[src/rtl/pfx_dec_pkg.sv]
package pfx_dec_pkg;

    localparam logic [3:0] FN_JUMP   = 4'h0;
    localparam logic [3:0] FN_LDPTR  = 4'h1;
    localparam logic [3:0] FN_PFIX   = 4'h2;
    localparam logic [3:0] FN_LDC    = 4'h4;
    localparam logic [3:0] FN_NFIX   = 4'h6;
    localparam logic [3:0] FN_LDLOC  = 4'h7;
    localparam logic [3:0] FN_ADDC   = 4'h8;
    localparam logic [3:0] FN_CJUMP  = 4'hA;
    localparam logic [3:0] FN_EQC    = 4'hC;
    localparam logic [3:0] FN_STLOC  = 4'hD;
    localparam logic [3:0] FN_OPR    = 4'hF;

    localparam int NUM_OPS   = 19;
    localparam int OP_CODE_W = 5;

    // Operation index for output code k+1; the table is sorted by index.
    function automatic logic [7:0] op_index(input int k);
        logic [7:0] r;
        case (k)
            0:       r = 8'h00;
            1:       r = 8'h04;
            2:       r = 8'h05;
            3:       r = 8'h07;
            4:       r = 8'h08;
            5:       r = 8'h09;
            6:       r = 8'h0B;
            7:       r = 8'h0C;
            8:       r = 8'h10;
            9:       r = 8'h15;
            10:      r = 8'h1F;
            11:      r = 8'h29;
            12:      r = 8'h2C;
            13:      r = 8'h32;
            14:      r = 8'h46;
            15:      r = 8'h4B;
            16:      r = 8'h52;
            17:      r = 8'h53;
            default: r = 8'h55;
        endcase
        return r;
    endfunction

endpackage

[src/rtl/pfx_dec_fdec.sv]
module pfx_dec_fdec
    import pfx_dec_pkg::*;
(
    input  logic [3:0] func,
    output logic       is_pfix,
    output logic       is_nfix,
    output logic       is_opr,
    output logic       legal
);

    always_comb begin
        is_pfix = (func == FN_PFIX);
        is_nfix = (func == FN_NFIX);
        is_opr  = (func == FN_OPR);
        case (func)
            FN_JUMP, FN_LDPTR, FN_PFIX, FN_LDC, FN_NFIX, FN_LDLOC,
            FN_ADDC, FN_CJUMP, FN_EQC, FN_STLOC, FN_OPR: legal = 1'b1;
            default:                                     legal = 1'b0;
        endcase
    end

endmodule

[src/rtl/pfx_dec_operand.sv]
module pfx_dec_operand #(
    parameter int W = 32
) (
    input  logic [W-1:0] oreg,
    input  logic [3:0]   nibble,
    output logic [W-1:0] eff,
    output logic [W-1:0] pos_next,
    output logic [W-1:0] neg_next
);

    always_comb begin
        eff      = oreg + W'(nibble);
        pos_next = eff << 4;
        neg_next = (~eff) << 4;
    end

endmodule

[src/rtl/pfx_dec_opsel.sv]
module pfx_dec_opsel
    import pfx_dec_pkg::*;
#(
    parameter int W = 32
) (
    input  logic [W-1:0]           idx,
    output logic [OP_CODE_W-1:0]   code,
    output logic                   hit
);

    logic [NUM_OPS-1:0] match;

    for (genvar g = 0; g < NUM_OPS; g++) begin : g_cmp
        assign match[g] = (idx == W'(op_index(g)));
    end

    always_comb begin
        code = '0;
        for (int k = 0; k < NUM_OPS; k++) begin
            if (match[k]) code = OP_CODE_W'(k + 1);
        end
        hit = |match;
    end

endmodule

[src/rtl/pfx_dec_top.sv]
module pfx_dec_top
    import pfx_dec_pkg::*;
#(
    parameter int W = 32
) (
    input  logic                 clk,
    input  logic                 rst_n,
    input  logic                 in_valid,
    input  logic [7:0]           in_byte,
    output logic                 out_valid,
    output logic [3:0]           out_func,
    output logic [W-1:0]         out_operand,
    output logic [OP_CODE_W-1:0] out_op,
    output logic                 out_illegal
);

    initial begin
        assert (W >= 8 && (W % 8) == 0);
    end

    typedef struct packed {
        logic [W-1:0]         oreg;
        logic                 vld;
        logic [3:0]           func;
        logic [W-1:0]         operand;
        logic [OP_CODE_W-1:0] op;
        logic                 illegal;
    } dec_state_t;

    dec_state_t st_d, st_q;

    logic                 is_pfix, is_nfix, is_opr, legal;
    logic [W-1:0]         eff, pos_next, neg_next;
    logic [OP_CODE_W-1:0] op_code;
    logic                 op_hit;
    logic                 bad_instr;

    pfx_dec_fdec u_fdec (
        .func    (in_byte[7:4]),
        .is_pfix (is_pfix),
        .is_nfix (is_nfix),
        .is_opr  (is_opr),
        .legal   (legal)
    );

    pfx_dec_operand #(.W(W)) u_operand (
        .oreg     (st_q.oreg),
        .nibble   (in_byte[3:0]),
        .eff      (eff),
        .pos_next (pos_next),
        .neg_next (neg_next)
    );

    pfx_dec_opsel #(.W(W)) u_opsel (
        .idx  (eff),
        .code (op_code),
        .hit  (op_hit)
    );

    assign bad_instr = !legal || (is_opr && !op_hit);

    always_comb begin
        st_d     = st_q;
        st_d.vld = 1'b0;
        if (in_valid) begin
            if (is_pfix) begin
                st_d.oreg = pos_next;
            end else if (is_nfix) begin
                st_d.oreg = neg_next;
            end else begin
                st_d.vld     = 1'b1;
                st_d.func    = in_byte[7:4];
                st_d.operand = eff;
                st_d.illegal = bad_instr;
                st_d.op      = (is_opr && op_hit) ? op_code : '0;
                if (!bad_instr) st_d.oreg = '0;
            end
        end
    end

    always_ff @(posedge clk or negedge rst_n) begin
        if (!rst_n) st_q <= '0;
        else        st_q <= st_d;
    end

    assign out_valid   = st_q.vld;
    assign out_func    = st_q.func;
    assign out_operand = st_q.operand;
    assign out_op      = st_q.op;
    assign out_illegal = st_q.illegal;

    a_r3_prefix_silent: assert property (@(posedge clk) disable iff (!rst_n)
        in_valid && (in_byte[7:4] == FN_PFIX || in_byte[7:4] == FN_NFIX) |=> !out_valid);

    a_r5_clear_after_legal: assert property (@(posedge clk) disable iff (!rst_n)
        out_valid && !out_illegal |-> st_q.oreg == '0);

    a_r7_illegal_keeps_oreg: assert property (@(posedge clk) disable iff (!rst_n)
        out_valid && out_illegal |-> st_q.oreg == $past(st_q.oreg));

    a_r9_idle_holds: assert property (@(posedge clk) disable iff (!rst_n)
        !in_valid |=> !out_valid && $stable(st_q.oreg));

    a_r6_op_only_operate: assert property (@(posedge clk) disable iff (!rst_n)
        out_valid && out_func != FN_OPR |-> out_op == '0);

    a_r8_illegal_no_op: assert property (@(posedge clk) disable iff (!rst_n)
        out_valid && out_illegal |-> out_op == '0);

endmodule

[config.mk]
export PLATFORM = sky130hd
export DESIGN_NAME = pfx_dec_top
export DESIGN_NICKNAME = d
export VERILOG_FILES = /design/src/rtl/pfx_dec_pkg.sv /design/src/rtl/pfx_dec_fdec.sv /design/src/rtl/pfx_dec_operand.sv /design/src/rtl/pfx_dec_opsel.sv /design/src/rtl/pfx_dec_top.sv
export SDC_FILE = /design/constraint.sdc
export NUM_CORES = 1
export LEC_CHECK = 0
export CAP_MARGIN = 20
export CORE_MARGIN = 2
export CORE_UTILIZATION = 51
export CTS_CLUSTER_DIAMETER = 60
export DETAILED_ROUTE_END_ITERATION = 16
export DONT_BUFFER_PORTS = 1
export PLACE_DENSITY_LB_ADDON = 0.15
export SLEW_MARGIN = 20
export SYNTH_ARGS = -nofsm -noshare
export SYNTH_HDL_FRONTEND = slang
export SYNTH_SLANG_ARGS = --single-unit
[constraint.sdc]
create_clock -name clk -period 1.9 [get_ports clk]
set_clock_uncertainty 0.05 [all_clocks]
set_input_delay 0.38 -clock clk [delete_from_list [all_inputs] [get_ports clk]]
set_output_delay 0.38 -clock clk [all_outputs]
set_load 0.02 [all_outputs]
# == Word-level counts from Yosys, hierarchy flattened ==
# Memory sizes are Yosys's and may differ from the RTL's.
# Cells that the tools add are included.
# word_totals
mem_count,1
input_bits,11
romBits,16
wordCells,68
ff_bits,75
# classes
muxes,26
n_eq_ne,22
reduce_logical,9
n_addsub,1
bitwise,3
# memory_table
name,depth,word_bits,rd,rd_ports_with_merged_regs,write_ports,line_no,rtl
(no name shown),16,1,1,0,0,pfx_dec_fdec.sv:15,case (func)
# op_table
operator,n
"equality test 32 x 7 -> 1 bit, second input constant",5
two-way mux 43 bit,3
"equality test 32 x 4 -> 1 bit, second input constant",4
"equality test 32 x 3 -> 1 bit, second input constant",3
"equality test 32 x 5 -> 1 bit, second input constant",3
"equality test 32 x 6 -> 1 bit, second input constant",3
two-way mux 32 bit,3
adder 32 x 4 -> 32 bit,1
zero test 32 bit,1
two-way mux 4 bit,8
inverter 28 bit,1
two-way mux 5 bit,5
OR reduction 19 bit,1
two-way mux 3 bit,4
"equality test 4 x 2 -> 1 bit, second input constant",1
"equality test 4 x 3 -> 1 bit, second input constant",1
"equality test 4 bit, second input constant",1
two-way mux 2 bit,2
"inequality test 3 bit, second input constant",1
AND reduction 3 bit,1
logical AND 1 bit,2
zero test 1 bit,2
inverter 1 bit,2
AND reduction 2 bit,1
other kinds (2),2

# == Longest topological paths before layout ==
# Gate-level depths: netlist of run 1.
# logic_depth
ltp_word,25
depth_mapped,7
ltp_nobuf,5

# == Cells and area by module ==
# From an unflattened synthesis of run 1, not the netlist that was laid out.
# unflattened
hier_cells,507
hier_area_um2,5422.7
# modules_own_cells
module,seq_area_each_um2,cells_per_inst,area_each_um2,n_inst
pfx_dec_top,1876.8,257,3598.5,1
pfx_dec_operand,0.0,165,1238.7,1
pfx_dec_opsel,0.0,77,499.2,1
pfx_dec_fdec,0.0,8,86.3,1

# == Least setup slack after synthesis of run 1 ==
# No wires, ideal clock.
# synth_timing
path_type,register to register
from,register st_q[64] in the netlist's numbering
to,register st_q (netlist bit out_op[0])
stages_incl_launch_ff,6
t_arrival_ps,1668
synth_period_minus_slack_ps,1803
setup_slack_ps,97
setup_time_ps,86
cell_sequence,dfrtp_1 > nor4_1 > nand2_1 > or3_4 > or3_4 > a32oi_1
# synth_between
elab_chain_len,22
# synth_lines
element,line_no,rtl
from (decl),pfx_dec_top.sv:30,"dec_state_t st_d, st_q;"
from (signal assigned),pfx_dec_top.sv:83,else st_q <= st_d;
adder 32 x 4 -> 32 bit (*),pfx_dec_operand.sv:12,eff = oreg + W'(nibble);
zero test 32 bit,pfx_dec_opsel.sv:14,assign match[g] = (idx == W'(op_index(g)));
two-way mux 1 bit,pfx_dec_opsel.sv:20,if (match[k]) code = OP_CODE_W'(k + 1);
two-way mux 2 bit (2 in a row),pfx_dec_opsel.sv:20,
two-way mux 3 bit (4 in a row),pfx_dec_opsel.sv:20,
two-way mux 4 bit (8 in a row),pfx_dec_opsel.sv:20,
two-way mux 5 bit (4 in a row),pfx_dec_opsel.sv:20,
two-way mux 5 bit (*),pfx_dec_top.sv:75,st_d.op = (is_opr && op_hit) ? op_code : '0;
# Every way passes the cells marked *; elsewhere a longest branch is shown, timed or not.
# A chain may end at the register's enable or synchronous reset.

# == Final worst setup path of run 1 ==
# layout_timing
from,register st_q[70] in the netlist's numbering
to,register st_q (netlist bit out_op[0])
# The elaborated chain is that of the path after synthesis.

==> results of run 1 <==
==> cells by family after synthesis <==
group / after synthesis / synth area share (%)
AOI/OAI and AO/OA: 68 / 14.61
and+or+nand+nor: 177 / 23.75
xor gates and xnor gates: 29 / 6.978
DFF: 71 / 48.81
muxes: 2 / 0.5500
buffers and inverters: 34 / 5.294
==> flip-flops by register name (all words and copies together) (netlist names) <==
name         count
out_operand     32
st_q            28
out_op           5
out_func         4
out_illegal      1
out_valid        1
==> final cells by class <==
| class | count | area share (%) |
|---|---|---|
| clock buffer | 10 | 3.058 |
| tap | 96 | 2.879 |
| inverter | 5 | 0.4498 |
| sequential | 71 | 42.70 |
| timing repair buffer | 43 | 7.736 |
| clock inverter | 6 | 1.469 |
| multi-input combinational | 276 | 41.71 |
==> cells in the mapped netlist, drive strengths merged <==
| cell | number | area (sq um) |
|---|---|---|
| nand2 | 114 | 430.4 |
| dfrtp | 71 | 1777 |
| xor2 | 29 | 254.0 |
| a22o | 26 | 227.7 |
| clkbuf | 17 | 93.84 |
| buf | 12 | 80.07 |
| o21ai | 12 | 71.32 |
| nand3 | 7 | 35.03 |
| nor4 | 7 | 43.79 |
| nor3 | 6 | 30.03 |
| a21oi | 5 | 28.78 |
| inv | 5 | 18.76 |
| nor2 | 5 | 18.77 |
| a41oi | 4 | 35.03 |
| and2 | 4 | 25.02 |
| nand3b | 4 | 30.03 |
| nor2b | 4 | 25.02 |
| a2bb2oi | 3 | 26.28 |
| nand2b | 3 | 18.77 |
| nand4 | 3 | 18.77 |
| nand4b | 3 | 26.28 |
| nor4b | 3 | 32.53 |
| o211ai | 3 | 22.52 |
| o22ai | 3 | 18.77 |
| a31oi | 2 | 12.51 |
| a32o | 2 | 20.02 |
| a32oi | 2 | 17.52 |
| and3 | 2 | 12.51 |
| mux2i | 2 | 20.02 |
| nor4bb | 2 | 20.02 |
| or3 | 2 | 22.52 |
| or4 | 2 | 16.27 |
| a211o | 1 | 8.760 |
| a211oi | 1 | 7.510 |
| and4 | 1 | 8.760 |
| and4b | 1 | 10.01 |
| and4bb | 1 | 12.51 |
| nand4bb | 1 | 11.26 |
| nor3b | 1 | 7.510 |
| o2111ai | 1 | 8.760 |
| o21a | 1 | 7.510 |
| o311a | 1 | 10.01 |
| o31a | 1 | 8.760 |
| or3b | 1 | 8.760 |
==> where the power goes <==
group | leakage, uW | switching (uW) | internal [uW] | total (uW)
Combinational | 0.00103 | 283 | 291 | 575
Sequential | 0.000945 | 196 | 1630 | 1830
Clock | 0.0000960 | 552 | 602 | 1150
==> metrics by stage <==
stage | instance area, sq um | setup TNS [ps] | utilization, % | instances
5_1_grt | 4173 | -58.94 | 60.75 | 507
3_5_place_dp | 3871 | -76.00 | 56.36 | 486
4_1_cts | 4111 | 0 | 59.85 | 506
3_3_place_gp | 3871 | 0 | 56.36 | 486
6_report | 4173 | 0 | 60.75 | 507
2_1_floorplan | 3640 | 0 | - | 381
==> path summary, 6_finish.rpt <==
| path | start | endpoint | depth (start not counted) |
|---|---|---|---|
| setup reg to reg | st_q[70] | out_op[0] | 5 |
| setup / recovery | st_q[70] | out_op[0] | 5 |
| max in group asynchronous | rst_n | st_q[49] | 0 |
| hold reg to reg | st_q[74] | out_operand[31] | 2 |
| min in group clk | in_valid | out_func[1] | 1 |
| hold / removal | rst_n | out_operand[27] | 0 |
==> worst max-delay path: cells and delay by family (launching register included) <==
kind | cells | cell delay, ps
AOI/OAI and AO/OA | 1 | 150
DFF | 1 | 410
and+or+nand+nor | 4 | 1180
==> repair_timing <==
| item | CTS | global route |
|---|---|---|
| setup buffers | 4 | 1 |
| hold endpoints to repair | 71 | 71 |
| pin swaps | 6 | 2 |
| gates resized for setup | 3 | 12 |
| setup endpoints to repair | 3 | 9 |
==> placed cells by master, fill, tap and decap left out, types with 2 or more instances in the layout <==
cell	n
and3_1	2
a2bb2oi_1	2
o21ai_1	5
clkinv_2	3
o211ai_1	3
nor3_1	4
nor2_1	5
clkbuf_8	9
nor2b_1	4
a32o_1	2
xor2_1	29
a41oi_1	3
inv_1	4
nand3b_1	4
mux2i_1	2
buf_4	43
nand4_1	3
o21ai_0	6
o22ai_1	3
nand2b_1	3
or3_4	2
and2_1	4
nor3_2	2
nand2_1	113
nor4b_2	2
nor4_2	3
a31oi_1	2
nand4b_1	3
nand3_1	7
dfrtp_2	4
a21oi_1	4
a32oi_1	2
nor4_1	3
a22o_1	26
dfrtp_1	67
==> metal layers <==
metal,global-route usage [%],vias to the layer above,wire length [um]
met4,5.923,0,59
li1,-,1379,-
met2,31.58,85,3560
met3,5.317,5,571
met5,0,-,0
met1,35.04,1387,4123
==> flow_summary.toml, run 1 <==
[timing]
hold_viol = 71
relSlewSlack_pct = 61.07
fin_crit_sh_pct = 98.42
rsz0062_at_grt = "true"
drv_slew = 0
finalSetupViolations = 0
max_freq_ghz = 0.5348
period_minus_slack_ps = 1870
worst-slew-pin-transition_ps = 583.1
setup_slack_ps = 29.97
hold_slack_ps = -309.8

[global_routing]
grt_first_pass_wirelength_mm = 13.67
grt_start_max_net_pins = 72
antenna_found_initial = 0
grt_util_all_layers_pct = 22.57
grt_pass1_vias = 2734
grt_remaining_overflow = 0

[setup_path]
max_stage_delay_ps = 410
cp_max_fo = 3
reg2reg_slack_ps = 30
critical_path_class = "flop to flop"
crit_required_ps = 2090
slowest_stage = "dfrtp_1"
crit_arrival_ps = 2060
critPathLaunchType = "flop"
crit_path_end_kind = "flop"
path_common_cell = "or3_4"
crit_chain = "nor4_4 -> nand2_2 -> or3_4 -> or3_4 -> a32oi_1"

[finish]
multi_input_area_sq_um = 1740
nNetsFinal = 417
syn_to_final_growth_pct = 14.64
antenna_cells = 0
n_fill_cell = 579
drive_above_1_share_pct = 19.46
regArea_sq_um = 1782

[job]
maxCapViolCount = 0

[floorplan]
die_h_um = 88.48
num_io_pins = 54
initial_core_util_pct = 52.99
die_w_um = 88.48
placementRows = 30
dieArea_sq_um = 7829
core_sq_um = 6869

[detailed_routing]
via_count = 2856
wl_mm = 8.315
viasPerCell = 5.633
firstDrtPassIters = 4
final_antenna_net_count = 0
drtIter0Drc = 142
wl_per_cell_um = 16.40
route.detailed.drc = 0

[synth]
yosysWarnings = 0
synth_area_per_cell_sq_um = 9.553
synth_area_sq_um = 3640
synth_cell_types = 55
syn_nets = 392
syn-instance-count = 381
yosys_register_bits = 71
ys_seq_area_share_pct = 48.81

[outcome]
status = "finished with violations"
violations = "hold timing"

[cts]
htreeDepth = 3
numCtsBuffers = 9
cts_tree = "yes"
cts.path.max_buffers = 2
cts_root_buffer = "clkbuf_8"
cts.clk_slew.worst_paths_ps = 80
numClockSinks = 71
clkLatencyLatePin_ps = 330

[min_path]
hold_path.class = "input port to asynchronous set/reset pin"

[place]
io_buffers = 0
gp_congestion = 0.8767
hpwl_mm = 5.552
pre_cts_slack_ps = -42.07

[pwr]
design_power_total_uw = 3559
leakage_uw = 0.002076
powerDensity_nw_per_um2 = 853.0
peakVddDrop_mv = 0.4811
No activity file was read; power rests on OpenSTA's default activity.
==> inputs of run 2 (changes only) <==
- ABC_AREA: default -> 1
- SETUP_SLACK_MARGIN: default -> 0.5
==> run 2 against run 1 <==
  * Sequential cell count is the same
  * Non-clock buffer count increased by 58
  * The run ends with hold timing, setup timing left
  * First-iteration DRC count up 52%
  * Fmax shrank 8.6%
  * Worst hold slack got worse by 29 ps
==> flow_summary.toml, run 2 <==
[job]
maxCapViolCount = 0

[timing]
period_minus_slack_ps = 2046
finalSetupViolations = 34
setup_slack_ps = -146.3
fin_setup_tns_ps = -3813
max_freq_ghz = 0.4887
hold_slack_ps = -339.0
drv_slew = 0
relSlewSlack_pct = 79.48
fin_crit_sh_pct = 107.7
worst-slew-pin-transition_ps = 307.8
hold_viol = 71
rsz0062_at_grt = "true"

[outcome]
status = "finished with violations"
violations = "hold timing, setup timing"

[detailed_routing]
wl_per_cell_um = 14.26
final_antenna_net_count = 0
wl_mm = 11.02
route.detailed.drc = 0
viasPerCell = 5.201
drtIter0Drc = 216
via_count = 4020
firstDrtPassIters = 5

[pwr]
powerDensity_nw_per_um2 = 797.9
peakVddDrop_mv = 0.4824
leakage_uw = 0.002645

[finish]
largest_reg_flops = 32
nNetsFinal = 677
antenna_cells = 0
multi_input_area_sq_um = 2118
final_cell_mix = "207 x nand2_1, 92 x buf_4, 70 x dfrtp_1, 65 x o21ai_0, 51 x nor2_1"
final_common_cell = "nand2_1"
n_fill_cell = 666
regArea_sq_um = 1778
drive_above_1_share_pct = 25.34
syn_to_final_growth_pct = 30.00

[cts]
cts_root_buffer = "clkbuf_8"
htreeDepth = 3
cts.clk_slew.worst_paths_ps = 90
numCtsBuffers = 9
cts_tree = "yes"
cts.path.max_buffers = 2
clkLatencyLatePin_ps = 350
numClockSinks = 71

[setup_path]
critPathLaunchType = "flop"
max_stage_delay_ps = 400
path_common_cell = "nand2_1"
crit_path_end_kind = "flop"
crit_arrival_ps = 2230
crit_required_ps = 2080
slowest_stage = "dfrtp_1"
critical_path_class = "flop to flop"
cp_max_fo = 17
crit_chain = "nor2_2 -> nand2_2 -> nor2_4 -> clkbuf_16 -> nand3_1 -> a21oi_1 -> nor2_1 -> nand2_1 -> nor2_2 -> nand3_4 -> nand3_4 -> buf_12 -> nand2_1 -> nand2_1"

[global_routing]
grt_remaining_overflow = 0
antenna_found_initial = 0
grt_util_all_layers_pct = 26.32
grt_start_max_net_pins = 72
grt_pass1_vias = 3883
grt_first_pass_wirelength_mm = 18.05

[synth]
synth_cell_types = 26
synthTopCellsByCount = "214 x nand2_1, 71 x dfrtp_1, 68 x o21ai_0, 66 x nor2_1, 44 x inv_1"
ys_seq_area_share_pct = 43.69
synth_fa_ha_area_share_pct = 0
dominantRegCellSynth = "dfrtp_1"
syn-instance-count = 583
ys_top_cells_by_area = "dfrtp_1 44%, nand2_1 20%, o21ai_0 8.4%, nor2_1 6.1%, nand4_1 4.9%"
synth_most_common_cell = "nand2_1"
synth_area_sq_um = 4066
synth_edf_count = 0
yosysWarnings = 0
synth_area_per_cell_sq_um = 6.975
synth-xor-area-share_pct = 0.2154
synth_top_family_by_area = "simple AND/OR/NAND/NOR gates"
synth_compound_area_share_pct = 10.37
synth_mux_area_share_pct = 0
yosysTopAreaCell = "dfrtp_1"
yosys_register_bits = 71
async_reset_ff_share_pct = 100.0
syn_nets = 594
synth_top_area_share_pct = 43.69
synth_simple_gate_area_share_pct = 37.45

[place]
hpwl_mm = 7.831
gp_congestion = 0.9643
pre_cts_slack_ps = -252.8
io_buffers = 0

[floorplan]
die_h_um = 93.30
core_sq_um = 7727
initial_core_util_pct = 52.62
num_io_pins = 54
dieArea_sq_um = 8704
placementRows = 32
die_w_um = 93.30

[min_path]
hold_path.class = "input port to asynchronous set/reset pin"
[run 2: final cells by class]
| cell class | count | area share (%) |
|---|---|---|
| multi-input cells | 435 | 40.07 |
| flip-flops and latches | 71 | 33.63 |
| repair buffers | 101 | 16.14 |
| inverters | 48 | 3.408 |
| clock buffers | 10 | 2.604 |
| well taps | 102 | 2.414 |
| clock inverters | 6 | 1.728 |
[run 2: worst paths after layout]
path | start | end | slack, ps | cells after the start
setup / recovery | st_q[56] | st_q[73] | -150 | 14
hold / removal | rst_n | out_operand[19] | -340 | 0
min in group clk | in_valid | st_q[63] | 120 | 2
setup reg to reg | st_q[56] | st_q[73] | -150 | 14
max in group asynchronous | rst_n | st_q[48] | 2030 | 0
hold reg to reg | st_q[67] | st_q[67] | 450 | 2
[run 2: power breakdown]
part	switching, uW	leakage [uW]	internal (uW)
logic	597	0.00157	462
registers	153	0.000960	1610
clock network	615	0.000117	782
total	1360	0.00265	2850
[run 2: per-layer routing]
layer  routed length, um  GRT usage, %  vias to the layer above
li1                    -             -                     2039
met1                5069         35.45                     1849
met2                5207         42.57                      116
met3                 582         5.318                       16
met4                 164         8.578                        0
met5                   0             0                        -
[run 2: critical path: cells and delay by family (launching register included)]
| kind | cells | cell delay (ps) |
|---|---|---|
| and+or+nand+nor | 11 | 990 |
| DFF | 1 | 400 |
| AOI/OAI and AO/OA | 1 | 150 |
| buffers and inverters | 2 | 350 |
[run 2: timing repair]
action,CTS,global route
endpoints found under the hold margin,71,71
setup buffers,1,5
gates resized for setup,27,22
setup endpoints to repair,34,34
gates cloned,1,2
pin swaps,5,3
[run 2: through the flow]
step	util [%]	area (sq um)	cells	power, uW
after floorplan	-	4115	583	2321
after global placement	62.06	4796	748	2587
after detailed placement	62.06	4796	748	2596
after CTS	66.18	5114	766	4074
after global routing	68.41	5286	773	4403
final	68.41	5286	773	4218
[run 2: kinds of logic (layout without fill, tap and decap cells)]
group	after synthesis	count (layout)
AO/OA/AOI/OAI	82	82
XOR/XNOR	1	1
buffers and inverters	77	165
AND/OR/NAND/NOR	352	352
flip-flops	71	71
==> inputs of run 3 (changes only) <==
- CORE_UTILIZATION: 51 -> 39
- SETUP_SLACK_MARGIN: 0.5 -> 0.2
==> run 3 against run 2 <==
  * The run still ends with hold timing, setup timing left
  * Cell count is 4.4% higher
  * First-iteration DRC count shrank 6.5%
  * Critical path depth unchanged
  * Register-to-register slack gained 20 ps
  * Count of clock-buffer cells in the layout did not move
  * Worst setup slack better by 19 ps
  * Power down 3.4%
  * Clock power shrank 10%
  * Sequential share of layout area down 0.17 points
  * Sequential cell count unchanged
==> flow_summary.toml, run 3 (synthesis results as in run 2) <==
[finish]
nNetsFinal = 677
final_common_cell = "nand2_1"
fin_cells = 807
drive_above_1_share_pct = 27.72
antenna_cells = 0
largest_reg_flops = 32
syn_to_final_growth_pct = 30.86
regArea_sq_um = 1780
n_fill_cell = 1008
fin_util_pct = 52.01
multi_input_area_sq_um = 2150
final_cell_mix = "203 x nand2_1, 89 x buf_4, 68 x dfrtp_1, 65 x o21ai_0, 46 x nor2_1"

[setup_path]
crit_path_end_kind = "flop"
critical_path_class = "flop to flop"
crit_arrival_ps = 2230
max_stage_delay_ps = 400
slowest_stage = "dfrtp_1"
reg2reg_slack_ps = -130
timing.rr.start = "st_q[58]"
startpoint = "st_q[58]"
crit_chain = "nor2_2 -> nand2_1 -> nor2_4 -> buf_12 -> nand2_1 -> a21oi_2 -> nor2_1 -> nand2_1 -> nor2_2 -> nand3_4 -> nand3_4 -> buf_12 -> nand2_1 -> nand2_1"
critPathLaunchType = "flop"
crit_required_ps = 2100
path_common_cell = "nand2_1"
rr_endpoint = "st_q[69]"
setup.worst_path.end = "st_q[69]"
cp_max_fo = 24
r2r_cells = 14

[floorplan]
num_io_pins = 54
placementRows = 37
core_sq_um = 10230
die_h_um = 106.1
initial_core_util_pct = 39.75
die_w_um = 106.1
dieArea_sq_um = 11260

[detailed_routing]
via_count = 3961
wl_mm = 11.29
firstDrtPassIters = 5
final_antenna_net_count = 0
wl_per_cell_um = 13.99
viasPerCell = 4.908
drtIter0Drc = 202
route.detailed.drc = 0

[global_routing]
grt_use_met1_pct = 28.48
met2_usage_pct = 34.16
grt_remaining_overflow = 0
grt_util_all_layers_pct = 21.42
grt_start_max_net_pins = 72
grt_first_pass_wirelength_mm = 19.13
grtUsageMet3_pct = 4.782
grt_pass1_vias = 3967
top_usage_layer = "met2"
antenna_found_initial = 0

[place]
io_buffers = 0
place_inst = 783
hpwl_mm = 8.070
gp_congestion = 0.9255
pre_cts_slack_ps = -181.1

[job]
maxCapViolCount = 0

[timing]
drv_slew = 0
rsz0062_at_grt = "true"
relSlewSlack_pct = 79.63
setup_slack_ps = -127.4
period_minus_slack_ps = 2027
max_freq_ghz = 0.4932
worst-slew-pin-transition_ps = 305.5
hold_viol = 71
fin_setup_tns_ps = -3177
hold_slack_ps = -339.3
finalSetupViolations = 32
fin_crit_sh_pct = 106.7

[cts]
cts_root_buffer = "clkbuf_8"
htreeDepth = 3
numClockSinks = 71
cts.path.max_buffers = 2
cts.clk_slew.worst_paths_ps = 80
clkLatencyLatePin_ps = 360
cts_tree = "yes"
numCtsBuffers = 9

[pwr]
peakVddDrop_mv = 0.4238
powerDensity_nw_per_um2 = 765.5
leakage_uw = 0.002620

[outcome]
status = "finished with violations"
violations = "hold timing, setup timing"

[min_path]
hold_path.class = "input port to asynchronous set/reset pin"
## run 3: worst min-delay path by stage
stage / endpoint / slack, ps / cells after the start
after global routing: out_operand[17] / -370 / 0
final: out_operand[17] / -340 / 0
after CTS: st_q[57] / -360 / 0
after detailed placement: out_operand[21] / 40 / 0
after global placement: out_operand[21] / 40 / 0
after floorplan: out_func[0] / 30 / 0
## run 3: repair_timing
item,in CTS,in global routing
gates resized for setup,21,44
endpoints found under the hold margin,71,71
pin swaps,3,3
buffers inserted,4,3
cloned,1,0
setup endpoints to repair,34,34
## run 3: per-layer routing
metal | routed length, um | vias up | part of all wire, %
li1 | - | 2042 | -
met1 | 5150 | 1802 | 46
met2 | 5395 | 98 | 48
met3 | 577 | 19 | 5.1
met4 | 166 | 0 | 1.5
met5 | 0 | - | 0
## run 3: per-stage QoR
| stage | area (sq um) | hold slack, ps | total power [uW] |
|---|---|---|---|
| 6_report | 5321 | -339.3 | 4073 |
| 4_1_cts | 5170 | -362.4 | 4022 |
| 3_5_place_dp | 4871 | 37.65 | 2672 |
| 5_1_grt | 5321 | -370.3 | 4297 |
| 3_3_place_gp | 4871 | 37.51 | 2664 |
| 2_1_floorplan | 4113 | 34.41 | 2321 |
## run 3: final cells by class
| cell class | instances | area share (%) |
|---|---|---|
| Clock buffer | 10 | 2.398 |
| Clock inverter | 6 | 1.293 |
| Inverter | 48 | 3.386 |
| Multi-Input combinational cell | 435 | 40.40 |
| Sequential cell | 71 | 33.46 |
| Tap cell | 136 | 3.198 |
| Timing Repair Buffer | 101 | 15.87 |
## run 3: where the power goes
part / leakage, uW / switching, uW / internal (uW)
Combinational: 0.00157 / 593 / 461
Clock: 0.0000968 / 642 / 614
Sequential: 0.000957 / 153 / 1610
Total: 0.00262 / 1390 / 2680
## run 3: critical path, delay by kind of cell, from the launching register on
family	cells	cell delay, ps
simple gates	11	970
flops	1	400
buf+inv	2	320
compound gates	1	150
